$ cat src/rtl/rxm_pkg.sv
// Package: shared constants and types for the receive-enable rank merge stage.
// Assumes the stored word layout: remainder at bit REM_SHIFT and up, parked
// result in the low AVG_BITS bits.
package rxm_pkg;
    localparam int SUM_W     = 16;
    localparam int REM_SHIFT = 6;
    localparam int AVG_BITS  = 10;
    localparam logic [SUM_W-1:0] REM_MASK = 16'h01E0;
    localparam logic [SUM_W-1:0] UI_STEP  = 16'h0020;
    localparam logic [SUM_W-1:0] AVG_MASK = (16'h1 << AVG_BITS) - 16'h1;

    typedef enum logic [1:0] {
        MODE_SINGLE  = 2'd0,
        MODE_PARK    = 2'd1,
        MODE_AVERAGE = 2'd2
    } merge_mode_e;
endpackage

$ cat src/rtl/rxm_final_calc.sv
// Module: computes the remainder and the final lane delay.
// Assumes the measured value is unsigned and no wider than the sum width.
module rxm_final_calc
    import rxm_pkg::*;
#(
    parameter int MEAS_W  = 8,
    parameter int ENTRY_W = 16
) (
    input  logic [MEAS_W-1:0]  meas,
    input  logic [ENTRY_W-1:0] entry,
    output logic [SUM_W-1:0]   remainder,
    output logic [SUM_W-1:0]   result
);
    localparam int PAD_W = SUM_W - MEAS_W;

    logic [SUM_W-1:0] entry_ext;
    logic [SUM_W-1:0] meas_ext;

    // Widen both operands to the sum width.
    always_comb begin
        entry_ext = SUM_W'(entry);
        meas_ext  = {{PAD_W{1'b0}}, meas};
    end

    // Recover the saved remainder and add one UI for the preamble midpoint.
    always_comb begin
        remainder = (entry_ext >> REM_SHIFT) & REM_MASK;
        result    = meas_ext + remainder + UI_STEP;
    end
endmodule

$ cat src/rtl/rxm_mode_decode.sv
// Module: picks single, park or average from the chip select and present mask.
// Assumes ranks pair as (even, even+1) and that the partner of the top even
// index exists only if it lies inside the mask.
module rxm_mode_decode
    import rxm_pkg::*;
#(
    parameter int NUM_CS = 8,
    parameter int CS_W   = 3
) (
    input  logic [CS_W-1:0]   cs_idx,
    input  logic [NUM_CS-1:0] cs_mask,
    output merge_mode_e       mode
);
    logic [NUM_CS-1:0] partner_here;

    // One partner flag per even index, read from the next-higher mask bit.
    for (genvar i = 0; i < NUM_CS; i++) begin : g_partner
        if ((i % 2 == 0) && (i + 1 < NUM_CS)) begin : g_even
            assign partner_here[i] = cs_mask[i+1];
        end else begin : g_other
            assign partner_here[i] = 1'b0;
        end
    end

    // Odd ranks average; even ranks park if a partner is present.
    always_comb begin
        if (cs_idx[0]) begin
            mode = MODE_AVERAGE;
        end else if ((32'(cs_idx) < NUM_CS) && partner_here[cs_idx]) begin
            mode = MODE_PARK;
        end else begin
            mode = MODE_SINGLE;
        end
    end
endmodule

$ cat src/rtl/rxm_merge.sv
// Module: forms the new stored word, the program strobe and the program value.
// Assumes the result already includes the remainder and the UI step.
module rxm_merge
    import rxm_pkg::*;
#(
    parameter int ENTRY_W = 16,
    parameter int DLY_W   = 10
) (
    input  merge_mode_e        mode,
    input  logic [ENTRY_W-1:0] entry,
    input  logic [SUM_W-1:0]   result,
    output logic [ENTRY_W-1:0] entry_nxt,
    output logic               prog_nxt,
    output logic [DLY_W-1:0]   dly_nxt
);
    logic [SUM_W-1:0] avg_sum;
    logic [SUM_W-1:0] avg_val;
    logic [SUM_W-1:0] word;

    // Rounded-up average of the parked first-rank value and the new result.
    always_comb begin
        avg_sum = (SUM_W'(entry) & AVG_MASK) + result + 16'd1;
        avg_val = avg_sum >> 1;
    end

    // Select the stored word and strobe for the mode.
    always_comb begin
        unique case (mode)
            MODE_PARK: begin
                word     = SUM_W'(entry) | result;
                prog_nxt = 1'b0;
                dly_nxt  = result[DLY_W-1:0];
            end
            MODE_AVERAGE: begin
                word     = avg_val;
                prog_nxt = 1'b1;
                dly_nxt  = avg_val[DLY_W-1:0];
            end
            default: begin
                word     = result;
                prog_nxt = 1'b1;
                dly_nxt  = result[DLY_W-1:0];
            end
        endcase
        entry_nxt = word[ENTRY_W-1:0];
    end
endmodule

$ cat src/rtl/rxm_resp_reg.sv
// Module: response register stage and ready flag.
// Assumes synchronous active-low reset; no downstream backpressure.
module rxm_resp_reg #(
    parameter int ENTRY_W = 16,
    parameter int DLY_W   = 10
) (
    input  logic               clk,
    input  logic               rst_n,
    input  logic               accept,
    input  logic [ENTRY_W-1:0] entry_nxt,
    input  logic               prog_nxt,
    input  logic [DLY_W-1:0]   dly_nxt,
    output logic               ready,
    output logic               rsp_valid,
    output logic [ENTRY_W-1:0] entry_q,
    output logic               prog_q,
    output logic [DLY_W-1:0]   dly_q
);
    // Ready rises on the first edge out of reset.
    always_ff @(posedge clk) begin
        if (!rst_n) ready <= 1'b0;
        else        ready <= 1'b1;
    end

    // Capture the response of an accepted request for one cycle.
    always_ff @(posedge clk) begin
        if (!rst_n) begin
            rsp_valid <= 1'b0;
            entry_q   <= '0;
            prog_q    <= 1'b0;
            dly_q     <= '0;
        end else begin
            rsp_valid <= accept;
            prog_q    <= accept & prog_nxt;
            if (accept) begin
                entry_q <= entry_nxt;
                dly_q   <= dly_nxt;
            end
        end
    end
endmodule

$ cat src/rtl/rxen_rank_merge.sv
// Top: final receive-enable delay and dual-rank merge, one lane per request.
// Assumes the seed stage left the remainder in the stored word at bit 6 and up.
module rxen_rank_merge
    import rxm_pkg::*;
#(
    parameter int MEAS_W  = 8,
    parameter int ENTRY_W = 16,
    parameter int DLY_W   = 10,
    parameter int NUM_CS  = 8,
    parameter int CS_W    = $clog2(NUM_CS)
) (
    input  logic               clk,
    input  logic               rst_n,
    input  logic               req_valid,
    output logic               req_ready,
    input  logic [MEAS_W-1:0]  meas_dly,
    input  logic [ENTRY_W-1:0] entry_in,
    input  logic [CS_W-1:0]    cs_idx,
    input  logic [NUM_CS-1:0]  cs_mask,
    output logic               rsp_valid,
    output logic [ENTRY_W-1:0] entry_out,
    output logic               prog_en,
    output logic [DLY_W-1:0]   prog_dly
);
    logic [SUM_W-1:0]   remainder;
    logic [SUM_W-1:0]   result;
    merge_mode_e        mode;
    logic [ENTRY_W-1:0] entry_nxt;
    logic               prog_nxt;
    logic [DLY_W-1:0]   dly_nxt;
    logic               accept;

    // Handshake: a request is taken when both sides agree.
    always_comb accept = req_valid & req_ready;

    rxm_final_calc #(.MEAS_W(MEAS_W), .ENTRY_W(ENTRY_W)) u_calc (
        .meas      (meas_dly),
        .entry     (entry_in),
        .remainder (remainder),
        .result    (result)
    );

    rxm_mode_decode #(.NUM_CS(NUM_CS), .CS_W(CS_W)) u_mode (
        .cs_idx  (cs_idx),
        .cs_mask (cs_mask),
        .mode    (mode)
    );

    rxm_merge #(.ENTRY_W(ENTRY_W), .DLY_W(DLY_W)) u_merge (
        .mode      (mode),
        .entry     (entry_in),
        .result    (result),
        .entry_nxt (entry_nxt),
        .prog_nxt  (prog_nxt),
        .dly_nxt   (dly_nxt)
    );

    rxm_resp_reg #(.ENTRY_W(ENTRY_W), .DLY_W(DLY_W)) u_resp (
        .clk       (clk),
        .rst_n     (rst_n),
        .accept    (accept),
        .entry_nxt (entry_nxt),
        .prog_nxt  (prog_nxt),
        .dly_nxt   (dly_nxt),
        .ready     (req_ready),
        .rsp_valid (rsp_valid),
        .entry_q   (entry_out),
        .prog_q    (prog_en),
        .dly_q     (prog_dly)
    );
endmodule

$ cat config.mk
export PLATFORM = sky130hd
export DESIGN_NAME = rxen_rank_merge
export DESIGN_NICKNAME = d
export VERILOG_FILES = /design/src/rtl/rxm_pkg.sv /design/src/rtl/rxm_final_calc.sv /design/src/rtl/rxm_mode_decode.sv /design/src/rtl/rxm_merge.sv /design/src/rtl/rxm_resp_reg.sv /design/src/rtl/rxen_rank_merge.sv
export SDC_FILE = /design/constraint.sdc
export NUM_CORES = 1
export LEC_CHECK = 0
export BUFFER_PORTS_ARGS = -buffer_cell sky130_fd_sc_hd__buf_2
export CORE_MARGIN = 5
export CORE_UTILIZATION = 40
export DETAILED_ROUTE_END_ITERATION = 12
export PLACE_DENSITY = 0.66
export SYNTH_ARGS = -nofsm -noshare
export SYNTH_HDL_FRONTEND = slang
export SYNTH_SLANG_ARGS = --single-unit
$ cat constraint.sdc
create_clock -name clk -period 3.7 [get_ports clk]
set_input_delay 0 -clock clk [delete_from_list [all_inputs] [get_ports clk]]
set_output_delay 0 -clock clk [all_outputs]
set_load 0.02 [all_outputs]
==> impl_metrics.env <==
export IMPL_status="completed"
export IMPL_start_util_pct=40.65
export IMPL_min_to="u_resp.entry_q[14]"
export IMPL_cts_sinks=29
export IMPL_pin_count=67
export IMPL_period_share_pct=91.44
export IMPL_postCtsResizedCells=0
export IMPL_cp_required_ps=3900
export IMPL_tightest_slew_ps=719.8
export IMPL_crit_type="input pin to flop"
export IMPL_timing_hold_ws_ps=13.61
export IMPL_endpoint_kind="flop"
export IMPL_yosysWarnings=0
export IMPL_root_buffer="clkbuf_8"
export IMPL_cts_path_max_buffers=2
export IMPL_synth_distinct_cells=54
export IMPL_ys_flop_type="dfxtp_1"
export IMPL_holdBufCountCts=5
export IMPL_drive_above_1_share_pct=24.23
export IMPL_synth_edf_count=0
export IMPL_hold_class="input pin to flop"
export IMPL_syn_nets=359
export IMPL_wire_per_inst_um=13.60
export IMPL_ff2ff_path_depth=4
export IMPL_dpl_hpwl_mm=4.719
export IMPL_track_usage_pct=15.80
export IMPL_ys_seq_elements=29
export IMPL_hold_depth=3
export IMPL_peakVddDrop_uv=231.9
export IMPL_dpl_cell_area_sq_mm=0.002715
export IMPL_finalSetupViolations=0
export IMPL_clock_latency_ps=280
export IMPL_cts_inserted_buffers=5
export IMPL_io_buffers=62
export IMPL_seq_area_frac_synth_pct=24.41
export IMPL_max_freq_mhz=295.6
export IMPL_synthesis_area_sq_mm=0.002379
export IMPL_r2r_slack_ps=2010
export IMPL_core_sq_mm=0.005851
export IMPL_mostFrequentLayoutCells="buf_2, inv_1, dfxtp_1"
export IMPL_relSlewSlack_pct=52.02
export IMPL_mostFrequentLayoutCell="buf_2"
export IMPL_async_flop_share_pct=0
export IMPL_leakage_nw=1.356
export IMPL_drt_iter0_drc=90
export IMPL_antenna_found_initial=0
export IMPL_cts_setup_buffers=0
export IMPL_rr_startpoint="u_resp.ready"
export IMPL_syn_inst=292
export IMPL_cp_data_arrival_time_ps=3580
export IMPL_grt_max_degree=23
export IMPL_worst_slack_ps=316.8
export IMPL_grt_pass1_vias=2148
export IMPL_fin_nets=421
export IMPL_numPlacedInstances=417
export IMPL_grt_pass1_wl_mm=9.653
export IMPL_power_density_mw_per_mm2=378.4
export IMPL_drt_total_wl_mm=5.850
export IMPL_pre_cts_slack_ps=568.3
export IMPL_fin_crit_ps=3383
export IMPL_setup_tns_ps=0
export IMPL_fp_row_count=28
export IMPL_hp_start="entry_in[14]"
export IMPL_via_count=2251
export IMPL_clock_skew_ps=2.994
export IMPL_overflow=0
export IMPL_die_x_um=87.11
export IMPL_drc_errors=0
export IMPL_dieArea_sq_mm=0.007588
export IMPL_instances_no_fill=430
export IMPL_syn_area_per_cell_sq_um=8.146
export IMPL_critPathLaunchType="input pin"
export IMPL_clkTransAtPathRegs_ps=70
export IMPL_cts_tree="done"
export IMPL_areaGrowthSynthToFinish_pct=19.88
export IMPL_slew_violations=0
export IMPL_firstDrtPassIters=6
export IMPL_fp_dieH_um=87.11
export IMPL_cts_htree_levels=2
export IMPL_finalHoldViolations=0
export IMPL_reg2reg_to="u_resp.entry_q[6]"
export IMPL_viasPerCell=5.235
export IMPL_n_antenna_cell=0
export IMPL_max_cap_violations=0
export IMPL_critPathMaxFanout=5
export IMPL_rsz0062_at_grt="no"
export IMPL_ant_nets=0
export IMPL_place_gp_congestion=0.8203
export IMPL_postLayoutCellArea_sq_mm=0.002851
[cell type report]
type	instances	area (sq um)
clock buffer	5	68.82
timing repair buffer	68	367.9
clock inverter	3	17.52
fill	581	2999
multi-input combinational	215	1592
tap	75	93.84
inverter	35	131.4
sequential	29	580.6
[synth_stat cells, types with 3 or more instances]
cell type / n / area share (%)
a21o_1: 4 / 1.3
inv_1: 34 / 5.4
xnor2_1: 9 / 3.3
nand2b_1: 3 / 0.79
nand3_1: 5 / 1.1
xor2_1: 4 / 1.5
o21ai_1: 6 / 1.3
dfxtp_1: 29 / 24
nor2_1: 26 / 4.1
nand2_1: 18 / 2.8
o221ai_1: 3 / 1.1
clkbuf_1: 8 / 1.3
a211oi_1: 7 / 2.2
and2_1: 4 / 1.1
o21ai_0: 21 / 4.4
ha_1: 27 / 14
a21oi_1: 26 / 5.5
a22oi_1: 5 / 1.6
o211ai_1: 4 / 1.3
[through the flow]
stage                     util (%)  total power [mW]
after global placement       46.41            0.8207
after floorplan                  -            0.7190
after global routing         48.74             1.159
after CTS                    48.74             1.089
after detailed placement     46.41            0.8266
final                        48.74             1.079
[how the worst max path moves through the flow]
| stage | to | start | slack (ps) |
|---|---|---|---|
| floorplan | u_resp.dly_q[7] | meas_dly[6] | 890 |
| global placement | u_resp.dly_q[7] | meas_dly[6] | 600 |
| detailed placement | u_resp.dly_q[9] | meas_dly[6] | 570 |
| CTS | u_resp.dly_q[9] | entry_in[12] | 280 |
| global route | u_resp.entry_q[9] | entry_in[12] | 20 |
| finish | u_resp.dly_q[9] | entry_in[12] | 320 |
[critical path: stages]
cell and delay [ps]:
dlygate4sd3_1 540, buf_2 130, ha_1 270, ha_1 170
inv_1 60, fa_1 370, xnor2_1 160, buf_4 150
inv_1 40, ha_1 330, nand2_1 60, o21ai_1 280
xor2_1 180, o211ai_1 150, a2111oi_4 340, xnor2_1 130
a211oi_1 230
[sequential cells by signal, indices dropped and copies added, names as in the netlist]
| register | cells |
|---|---|
| u_resp.dly_q | 10 |
| u_resp.entry_q | 16 |
| u_resp.ready | 1 |
| u_resp.rsp_valid | 1 |
| u_resp.prog_q | 1 |
[cell families (layout without fill, tap and decap cells)]
family	Yosys count	after routing	synth area share, %
DFF	29	29	24.41
muxes	3	3	1.788
AOI/OAI and AO/OA	97	97	28.83
buffers and inverters	48	111	8.679
xor gates and xnor gates	14	14	5.471
adders and majority gates	29	29	15.89
and+or+nand+nor	72	72	14.94
[where the power goes]
| part | leakage (nW) | total (mW) | internal, mW | switching, mW |
|---|---|---|---|---|
| Clock | 0.0439 | 0.256 | 0.129 | 0.126 |
| Sequential | 0.238 | 0.344 | 0.334 | 0.0103 |
| Combinational | 1.07 | 0.479 | 0.191 | 0.288 |
[routing by layer]
layer  vias up  share of wire (%)  global-route usage, %
li1       1148                  -                      -
met1      1032                 47                  20.51
met2        66                 46                  26.85
met3         5                6.9                  3.974
met4         0               0.39                  2.650
met5         -                  0                      0
(Power assumes the default switching activity.)
